===== src/rtl/tws_pkg.sv =====
package tws_pkg;

  localparam int unsigned BYTE_W = 8;

  typedef enum logic [2:0] {
    ST_IDLE = 3'd0,
    ST_CTRL = 3'd1,
    ST_ADDR = 3'd2,
    ST_WR   = 3'd3,
    ST_RD   = 3'd4
  } tws_state_e;

  localparam logic [3:0] BIT_LAST = 4'd8;
  localparam logic [3:0] BIT_ACK  = 4'd9;

endpackage


===== src/rtl/tws_rst_sync.sv =====
module tws_rst_sync #(
  parameter int unsigned STAGES = 2
) (
  input  logic clk,
  input  logic rst_n,
  output logic rst_sync_n
);
  logic [STAGES-1:0] chain_q;

  always_ff @(posedge clk or negedge rst_n) begin
    if (!rst_n) chain_q <= '0;
    else        chain_q <= {chain_q[STAGES-2:0], 1'b1};
  end

  assign rst_sync_n = chain_q[STAGES-1];
endmodule


===== src/rtl/tws_bus_sync.sv =====
module tws_bus_sync #(
  parameter int unsigned STAGES = 2
) (
  input  logic clk,
  input  logic rst_n,
  input  logic scl_i,
  input  logic sda_i,
  output logic sda_s,
  output logic scl_rise,
  output logic scl_fall,
  output logic start_det,
  output logic stop_det
);
  logic scl_s;
  logic scl_d, sda_d;

  generate
    if (STAGES == 1) begin : g_single
      logic scl_q, sda_q;
      always_ff @(posedge clk or negedge rst_n) begin
        if (!rst_n) begin
          scl_q <= 1'b1;
          sda_q <= 1'b1;
        end else begin
          scl_q <= scl_i;
          sda_q <= sda_i;
        end
      end
      assign scl_s = scl_q;
      assign sda_s = sda_q;
    end else begin : g_chain
      logic [STAGES-1:0] scl_q, sda_q;
      always_ff @(posedge clk or negedge rst_n) begin
        if (!rst_n) begin
          scl_q <= '1;
          sda_q <= '1;
        end else begin
          scl_q <= {scl_q[STAGES-2:0], scl_i};
          sda_q <= {sda_q[STAGES-2:0], sda_i};
        end
      end
      assign scl_s = scl_q[STAGES-1];
      assign sda_s = sda_q[STAGES-1];
    end
  endgenerate

  always_ff @(posedge clk or negedge rst_n) begin
    if (!rst_n) begin
      scl_d <= 1'b1;
      sda_d <= 1'b1;
    end else begin
      scl_d <= scl_s;
      sda_d <= sda_s;
    end
  end

  assign scl_rise  =  scl_s & ~scl_d;
  assign scl_fall  = ~scl_s &  scl_d;
  assign start_det =  scl_s &  scl_d &  sda_d & ~sda_s;
  assign stop_det  =  scl_s &  scl_d & ~sda_d &  sda_s;
endmodule


===== src/rtl/tws_mem.sv =====
module tws_mem #(
  parameter int unsigned AW = 7,
  parameter int unsigned DW = 8
) (
  input  logic          clk,
  input  logic          rst_n,
  input  logic          we,
  input  logic [AW-1:0] addr,
  input  logic [DW-1:0] wdata,
  output logic [DW-1:0] rdata
);
  localparam int unsigned DEPTH = 1 << AW;

  logic [DW-1:0] mem_q [DEPTH];

  always_ff @(posedge clk or negedge rst_n) begin
    if (!rst_n) begin
      for (int i = 0; i < DEPTH; i++) mem_q[i] <= '0;
    end else if (we) begin
      mem_q[addr] <= wdata;
    end
  end

  assign rdata = mem_q[addr];
endmodule


===== src/rtl/tws_ctrl.sv =====
module tws_ctrl
  import tws_pkg::*;
#(
  parameter int unsigned AW       = 7,
  parameter logic [3:0]  DEV_CODE = 4'b1010
) (
  input  logic              clk,
  input  logic              rst_n,
  input  logic              scl_rise,
  input  logic              scl_fall,
  input  logic              start_det,
  input  logic              stop_det,
  input  logic              sda_s,
  input  logic [2:0]        sel_i,
  input  logic              wp_i,
  input  logic [BYTE_W-1:0] rdata,
  output logic              mem_we,
  output logic [AW-1:0]     mem_addr,
  output logic [BYTE_W-1:0] mem_wdata,
  output logic              sda_oe,
  output logic              busy
);
  tws_state_e        state_q, state_d;
  logic [3:0]        bitc_q, bitc_d;
  logic [BYTE_W-1:0] shreg_q, shreg_d;
  logic [AW-1:0]     addr_q, addr_d;
  logic              oe_q, oe_d;
  logic              ctrl_match;
  logic              we_c;

  assign ctrl_match = (shreg_q[7:4] == DEV_CODE) && (shreg_q[3:1] == sel_i);

  always_comb begin
    state_d = state_q;
    bitc_d  = bitc_q;
    shreg_d = shreg_q;
    addr_d  = addr_q;
    oe_d    = oe_q;
    we_c    = 1'b0;
    if (stop_det) begin
      state_d = ST_IDLE;
      bitc_d  = '0;
      oe_d    = 1'b0;
    end else if (start_det) begin
      state_d = ST_CTRL;
      bitc_d  = '0;
      oe_d    = 1'b0;
    end else begin
      unique case (state_q)
        ST_CTRL, ST_ADDR, ST_WR: begin
          if (scl_rise) begin
            if (bitc_q < BIT_LAST) begin
              shreg_d = {shreg_q[BYTE_W-2:0], sda_s};
              bitc_d  = bitc_q + 4'd1;
            end else if (bitc_q == BIT_LAST) begin
              bitc_d = BIT_ACK;
            end
          end else if (scl_fall) begin
            if (bitc_q == BIT_LAST) begin
              if (state_q == ST_CTRL) begin
                if (ctrl_match) oe_d = 1'b1;
                else            state_d = ST_IDLE;
              end else if (state_q == ST_ADDR) begin
                oe_d   = 1'b1;
                addr_d = shreg_q[AW-1:0];
              end else begin
                oe_d   = 1'b1;
                we_c   = ~wp_i;
                addr_d = addr_q + AW'(1);
              end
            end else if (bitc_q == BIT_ACK) begin
              bitc_d = '0;
              oe_d   = 1'b0;
              if (state_q == ST_CTRL) begin
                if (shreg_q[0]) begin
                  state_d = ST_RD;
                  shreg_d = rdata;
                  oe_d    = ~rdata[BYTE_W-1];
                end else begin
                  state_d = ST_ADDR;
                end
              end else if (state_q == ST_ADDR) begin
                state_d = ST_WR;
              end
            end
          end
        end
        ST_RD: begin
          if (scl_rise) begin
            if (bitc_q < BIT_LAST) begin
              bitc_d = bitc_q + 4'd1;
            end else if (bitc_q == BIT_LAST) begin
              bitc_d = BIT_ACK;
              addr_d = addr_q + AW'(1);
              if (sda_s) state_d = ST_IDLE;
            end
          end else if (scl_fall) begin
            if (bitc_q == BIT_LAST) begin
              oe_d = 1'b0;
            end else if (bitc_q == BIT_ACK) begin
              bitc_d  = '0;
              shreg_d = rdata;
              oe_d    = ~rdata[BYTE_W-1];
            end else if (bitc_q != 4'd0) begin
              shreg_d = {shreg_q[BYTE_W-2:0], 1'b0};
              oe_d    = ~shreg_q[BYTE_W-2];
            end
          end
        end
        default: ;
      endcase
    end
  end

  always_ff @(posedge clk or negedge rst_n) begin
    if (!rst_n) begin
      state_q <= ST_IDLE;
      bitc_q  <= '0;
      shreg_q <= '0;
      addr_q  <= '0;
      oe_q    <= 1'b0;
    end else begin
      state_q <= state_d;
      bitc_q  <= bitc_d;
      shreg_q <= shreg_d;
      addr_q  <= addr_d;
      oe_q    <= oe_d;
    end
  end

  assign mem_we    = we_c;
  assign mem_addr  = addr_q;
  assign mem_wdata = shreg_q;
  assign sda_oe    = oe_q;
  assign busy      = (state_q != ST_IDLE);
endmodule


===== src/rtl/tws_eeprom.sv =====
module tws_eeprom
  import tws_pkg::*;
#(
  parameter int unsigned AW          = 7,
  parameter int unsigned SYNC_STAGES = 2,
  parameter logic [3:0]  DEV_CODE    = 4'b1010
) (
  input  logic       clk,
  input  logic       rst_n,
  input  logic       scl_i,
  input  logic       sda_i,
  input  logic [2:0] sel_i,
  input  logic       wp_i,
  output logic       sda_oe_o
);
  logic              rst_sync_n;
  logic              sda_s, scl_rise, scl_fall, start_det, stop_det;
  logic              mem_we, busy;
  logic [AW-1:0]     mem_addr;
  logic [BYTE_W-1:0] mem_wdata, mem_rdata;

  tws_rst_sync #(.STAGES(2)) u_rst (
    .clk        (clk),
    .rst_n      (rst_n),
    .rst_sync_n (rst_sync_n)
  );

  tws_bus_sync #(.STAGES(SYNC_STAGES)) u_sync (
    .clk       (clk),
    .rst_n     (rst_sync_n),
    .scl_i     (scl_i),
    .sda_i     (sda_i),
    .sda_s     (sda_s),
    .scl_rise  (scl_rise),
    .scl_fall  (scl_fall),
    .start_det (start_det),
    .stop_det  (stop_det)
  );

  tws_ctrl #(.AW(AW), .DEV_CODE(DEV_CODE)) u_ctrl (
    .clk       (clk),
    .rst_n     (rst_sync_n),
    .scl_rise  (scl_rise),
    .scl_fall  (scl_fall),
    .start_det (start_det),
    .stop_det  (stop_det),
    .sda_s     (sda_s),
    .sel_i     (sel_i),
    .wp_i      (wp_i),
    .rdata     (mem_rdata),
    .mem_we    (mem_we),
    .mem_addr  (mem_addr),
    .mem_wdata (mem_wdata),
    .sda_oe    (sda_oe_o),
    .busy      (busy)
  );

  tws_mem #(.AW(AW), .DW(BYTE_W)) u_mem (
    .clk   (clk),
    .rst_n (rst_sync_n),
    .we    (mem_we),
    .addr  (mem_addr),
    .wdata (mem_wdata),
    .rdata (mem_rdata)
  );
endmodule


===== config.mk =====
export PLATFORM = sky130hd
export DESIGN_NAME = tws_eeprom
export DESIGN_NICKNAME = d
export VERILOG_FILES = /design/src/rtl/tws_pkg.sv /design/src/rtl/tws_rst_sync.sv /design/src/rtl/tws_bus_sync.sv /design/src/rtl/tws_mem.sv /design/src/rtl/tws_ctrl.sv /design/src/rtl/tws_eeprom.sv
export SDC_FILE = /design/constraint.sdc
export NUM_CORES = 2
export LEC_CHECK = 0
export ABC_AREA = 1
export CELL_PAD_IN_SITES_DETAIL_PLACEMENT = 2
export CELL_PAD_IN_SITES_GLOBAL_PLACEMENT = 2
export CORE_MARGIN = 4
export CORE_UTILIZATION = 35
export CTS_BUF_LIST = sky130_fd_sc_hd__clkbuf_4 sky130_fd_sc_hd__clkbuf_8
export CTS_CLUSTER_DIAMETER = 30
export DETAILED_ROUTE_END_ITERATION = 6
export GPL_ROUTABILITY_DRIVEN = 1
export PLACE_DENSITY_LB_ADDON = 0.3
export SLEW_MARGIN = 20
export SYNTH_ARGS = -nofsm -noshare
export SYNTH_HDL_FRONTEND = slang
export SYNTH_SLANG_ARGS = --single-unit
export TNS_END_PERCENT = 5

===== constraint.sdc =====
create_clock -name clk -period 38.9 [get_ports clk]
set_input_delay 7.78 -clock clk [delete_from_list [all_inputs] [get_ports clk]]
set_output_delay 7.78 -clock clk [all_outputs]
set_load 0.1 [all_outputs]

== Yosys cells after proc, flatten, opt, wreduce, memory -nomap -nowiden ==
Index checks and enable logic that the tools add are counted.

* Equality and inequality tests: 41
* Bitwise gates (word level): 17
* Magnitude comparators: 3
* Muxes and demuxes: 77
* Add/sub/neg operators: 2
* Reductions and logical operators: 16

{| class="wikitable"
|+ Operators by type and width
! kind !! count
|-
| $bwmux 1024 || 1
|-
| $mux 8 || 15
|-
| $bmux 8 s7 || 1
|-
| $demux 8 s7 || 1
|-
| $mux 7 || 8
|-
| $mux 3 || 15
|-
| $mux 4 || 9
|-
| $ne 4x4->1 const B || 8
|-
| $mux 1 || 23
|-
| $ne 2x2->1 const B || 8
|-
| $pmux 8 s2 || 1
|-
| $reduce_bool 4->1 || 4
|-
| $pmux 7 s2 || 1
|-
| $reduce_and 13->1 || 1
|-
| $eq 4x4->1 const B || 3
|-
| $ne 3x2->1 const B || 4
|-
| $reduce_and 12->1 || 1
|-
| $reduce_and 11->1 || 1
|-
| $ne 5x3->1 const B || 2
|-
| $ne 5x5->1 const B || 2
|-
| $reduce_and 10->1 || 1
|-
| $not 1->1 || 9
|-
| $ge 8x8->1 const B || 1
|-
| $lt 8x1->1 const B || 1
|-
| other kinds (25) || 35
|}

* Bits of input ports: 8
* Register bits: 1055

== Longest topological paths before layout ==
* Depth in word-level cells: 14
* Mapped depth: 18
* Mapped depth without buffers: 16

== Hierarchy ==
A second synthesis with hierarchy kept.

* Cells, all modules: 6991
* Area, all modules: 50847.5 um^2

{| class="wikitable"
|+ By module, submodules not included
! module !! cells each !! seq. area each (um^2) !! area an instance (um^2) !! times used
|-
| tws_mem || 6673 || 25624.6 || 48689.2 || 1
|-
| tws_ctrl || 298 || 575.6 || 1905.6 || 1
|-
| tws_bus_sync || 17 || 157.7 || 198.9 || 1
|-
| tws_rst_sync || 3 || 50.0 || 53.8 || 1
|}

== Worst setup path after synthesis ==
OpenSTA, ideal clock, no wires.

* Path kind: in2reg
* Start point: input wp_i
* End point: register u_mem.mem_q[797] in the netlist's numbering
* Data arrival time: 9187 ps
* Cell stages on the path: 8
* Setup slack: 29585 ps
* Data required time: 38772 ps
* Library setup time: 128 ps
* Cell sequence: nor4_4 -> nand3_4 -> nor3_4 -> buf_12 -> nand2_4 -> buf_6 -> nand2_1 -> o21ai_2

* Word-level cells in the longest chain between the ends: 9

{| class="wikitable"
|+ Ends and longest elaborated chain
! what !! RTL line !! RTL
|-
| from (decl) || tws_eeprom.sv:13 || <nowiki>input logic wp_i,</nowiki>
|-
| $not 1->1 || tws_ctrl.sv:68 || <nowiki>we_c = ~wp_i;</nowiki>
|-
| $mux 1 || tws_ctrl.sv:63 || <nowiki>end else if (state_q == ST_ADDR) begin</nowiki>
|-
| $mux 1 || tws_ctrl.sv:60 || <nowiki>if (state_q == ST_CTRL) begin</nowiki>
|-
| $mux 1 || tws_ctrl.sv:59 || <nowiki>if (bitc_q == BIT_LAST) begin</nowiki>
|-
| $mux 1 || tws_ctrl.sv:58 || <nowiki>end else if (scl_fall) begin</nowiki>
|-
| $mux 1 || tws_ctrl.sv:51 || <nowiki>if (scl_rise) begin</nowiki>
|-
| $mux 1 || tws_ctrl.sv:49 || <nowiki>unique case (state_q)</nowiki>
|-
| $mux 1 || tws_ctrl.sv:44 || <nowiki>end else if (start_det) begin</nowiki>
|-
| $mux 1 || tws_ctrl.sv:40 || <nowiki>if (stop_det) begin</nowiki>
|-
| to (signal, indexed assignment) || tws_mem.sv:20 || <nowiki>mem_q[addr] <= wdata;</nowiki>
|-
| to (decl) || tws_mem.sv:14 || <nowiki>logic [DW-1:0] mem_q [DEPTH];</nowiki>
|}

Every way passes these cells.
A chain may end at the register's enable or synchronous reset.

== Final worst setup path ==
* Start point: register u_ctrl.oe_q, in the netlist u_ctrl.sda_oe
* End point: output sda_oe_o

{| class="wikitable"
|+ RTL lines
! what !! RTL line !! RTL
|-
| from (decl) || tws_ctrl.sv:27 || <nowiki>logic oe_q, oe_d;</nowiki>
|-
| from (signal assigned) || tws_ctrl.sv:121 || <nowiki>oe_q <= 1'b0;</nowiki>
|-
| from (signal assigned) || tws_ctrl.sv:127 || <nowiki>oe_q <= oe_d;</nowiki>
|-
| to (decl) || tws_eeprom.sv:14 || <nowiki>output logic sda_oe_o</nowiki>
|}

No word-level cell between the ends.

==> results_dict.tcl <==
set metrics [dict create \
    worstPathCellList "clkdlybuf4s50_1" \
    wl_met3_um 9434 \
    dp_slack_ns 28.10 \
    p_per_area_mw_per_mm2 68.82 \
    syn_avg_cell_area_um2 8.578 \
    p_leak_nw 25.83 \
    wl_met2_um 87580 \
    yosys_register_bits 1055 \
    die_h_um 376.9 \
    yosys.area.top_type "dfrtp_1" \
    row_count 135 \
    holdBufCountCts 0 \
    dp_hpwl_um 108200 \
    peakVddDrop_uv 48.82 \
    max_freq_mhz 97.98 \
    start_util_pct 35.21 \
    cp_slowest_stage_delay_ns 1.15 \
    ys.warnings.count 0 \
    wl_per_cell_um 24.78 \
    ys_types 52 \
    synth_top_area_share_pct 55.10 \
    fin_crit_ns 10.21 \
    coreArea_mm2 0.1353 \
    finalSetupViolCount 0 \
    drc_errors 0 \
    syn_area_mm2 0.04764 \
    worst_slack_ns 28.69 \
    globalRouteOverflowTotal 0 \
    synth.area.top_cells "dfrtp_1 (55%), nand2_1 (14%), o21ai_0 (13%)" \
    hold_class "flip-flop to async pin" \
    post_cts_buffers 0 \
    grt_pass1_vias 46480 \
    start_kind "flip-flop" \
    cp_max_fo 2 \
    drtIter0Drc 2816 \
    clkSlewWorstSetupHoldPaths_ns 0.05 \
    cts.sinks 1055 \
    place_congestion 0.7951 \
    arrival_ns 2.43 \
    async_flop_share_pct 100.0 \
    tightest_slew_ns 1.145 \
    critPathBufInv 1 \
    slowest_stage "clkdlybuf4s50_1" \
    tritoncts "done" \
    timing.rr.start "u_ctrl.mem_addr[0]$_DFFE_PN0P_" \
    slew_headroom_pct 22.84 \
    grt_antenna_before_repair 6 \
    stdcell_count 7540 \
    rsz0062_at_grt "no" \
    fillCellCount 14890 \
    m1WireLength_um 83370 \
    syn_to_final_growth_pct 16.34 \
    finalCritPeriodShare_pct 26.24 \
    finalMaxSlewViolations 0 \
    dp_cells 7019 \
    highest_layer "met4" \
    ant_nets 0 \
    grt_pass1_wl_um 288200 \
    final_nets 5559 \
    power_mw 3.815 \
    clock_latency_ns 0.99 \
    cts_max_path_buffers 4 \
    finalClockSkew_ns 0.06158 \
    drv_cap 0 \
    ioPinCount 9 \
    synthesis.nets 5569 \
    root_buffer "clkbuf_8" \
    endpoint_kind "output port" \
    synth_ff_type "dfrtp_1" \
    routed_wl_um 186800 \
    critical_path_required_ns 31.12 \
    timing.setup.tns_ns 0 \
    status "complete, no violations" \
    dieArea_mm2 0.1421 \
    io_buffers 8 \
    crit_family "buffers and inverters" \
    grt_max_degree 153 \
    r2r-end "u_ctrl.mem_wdata[0]$_DFFE_PN0P_" \
    grt_use_total_pct 26.41 \
    vias 41810 \
    drive_above_1_share_pct 14.11 \
    r2r_cells 12 \
    post_cts_resized 0 \
    synth.yosys.seq_area_share_pct 55.43 \
    hold_violations 0 \
    path_class "flip-flop to output port" \
    viasPerCell 5.545 \
    die_w_um 376.9 \
    cts_buffers 304 \
    layout_common_cells "nand2_1 (1,720), o21ai_0 (1,257), dfrtp_1 (1,047), clkbuf_8 (367), nor2_1 (286)" \
    htreeDepth 5 \
    final_common_cell "nand2_1" \
    dr.pass1.iters 5 \
    synth_edf_count 0 \
    ff2ff_setup_slack_ns 33.55 \
    syn_inst 5554 \
]
-- Yosys cell counts, types with 2 or more instances --
cell type / n
clkbuf_1: 257
clkbuf_8: 2
a21boi_0: 4
a21oi_1: 24
a22oi_1: 66
o31ai_1: 2
o21ai_1: 39
nor3_4: 2
or2_2: 9
o21a_1: 5
buf_2: 95
a211oi_1: 3
o22ai_1: 93
buf_1: 2
dfstp_2: 6
inv_1: 157
nand2_4: 81
and2_0: 4
ha_1: 7
a221oi_1: 2
o2111ai_1: 2
o211ai_1: 11
inv_2: 5
nor2_2: 7
a31oi_1: 5
a22o_1: 3
nor2_4: 11
dfrtp_1: 1049
xnor2_1: 2
o21ai_2: 62
nand2_1: 1720
nand4_1: 81
o21ai_0: 1258
nand3_1: 110
buf_12: 2
nor2_1: 301
buf_6: 44
nor3_1: 7
-- cell families (layout without fill, tap and decap cells) --
family / Yosys count / count (layout) / share of synthesized area (%)
flip-flops: 1055 / 1055 / 55.43
adder cells (fa/ha/maj): 7 / 7 / 0.1838
AO/OA/AOI/OAI: 1583 / 1583 / 17.94
AND/OR/NAND/NOR: 2338 / 2338 / 20.85
XOR/XNOR: 3 / 3 / 0.05516
buffers and inverters: 567 / 769 / 5.534
other: 1 / 4 / 0.007871
-- report_power, final --
| part | internal (mW) | switching, mW |
|---|---|---|
| logic | 0.169 | 0.822 |
| registers | 1.11 | 0.0263 |
| clock network | 1.09 | 0.596 |
| total | 2.37 | 1.44 |
-- final cells by class --
class | count | area, um2 | area share (%)
sequential | 1055 | 26420 | 47.66
clock inverter | 100 | 1275 | 2.300
multi-input combinational | 3932 | 18690 | 33.71
antenna | 3 | 7.507 | 0.01354
timing repair buffer | 87 | 730.7 | 1.318
clock buffer | 418 | 5434 | 9.804
inverter | 164 | 648.1 | 1.169
tap | 1781 | 2228 | 4.021
-- through the flow --
step                hold WS [ns]  util, %  instance area (um2)
floorplan                 0.3312        -                47640
global placement          0.3326    35.99                48700
detailed placement        0.3362    35.99                48700
CTS                       0.3361    40.95                55410
global route              0.3534    40.96                55420
finish                    0.3252    40.96                55420
-- metal layers --
| layer | vias to the layer above | GRT usage [%] |
|---|---|---|
| met5 | - | 0 |
| met4 | 0 | 9.917 |
| met3 | 384 | 5.029 |
| met2 | 961 | 43.18 |
| met1 | 21990 | 34.85 |
| li1 | 18480 | - |
-- state kept, by name, indices dropped and copies added, names as in the netlist --
register,count
u_sync.sda_d,1
u_ctrl.sda_oe,1
u_mem.mem_q,1024
u_rst.chain_q,2
u_sync.g_chain.sda_q,2
u_sync.g_chain.scl_q,2
u_ctrl.mem_wdata,8
u_ctrl.bitc_q,4
u_ctrl.mem_addr,7
u_ctrl.state_q,3
u_sync.scl_d,1
-- how the worst max path moves through the flow --
stage / depth (start not counted) / to / startpoint
after floorplan: 0 / u_ctrl.bitc_q[0]$_DFFE_PN0P_ / u_rst.chain_q[1]$_DFF_PN0_
after global placement: 8 / u_mem.mem_q[558]$_DFFE_PN0P_ / wp_i
after detailed placement: 8 / u_mem.mem_q[552]$_DFFE_PN0P_ / wp_i
after CTS: 1 / sda_oe_o / u_ctrl.sda_oe$_DFFE_PN0P_
after global routing: 1 / sda_oe_o / u_ctrl.sda_oe$_DFFE_PN0P_
final: 1 / sda_oe_o / u_ctrl.sda_oe$_DFFE_PN0P_
Note: power is estimated with default switching activity, not from simulation.
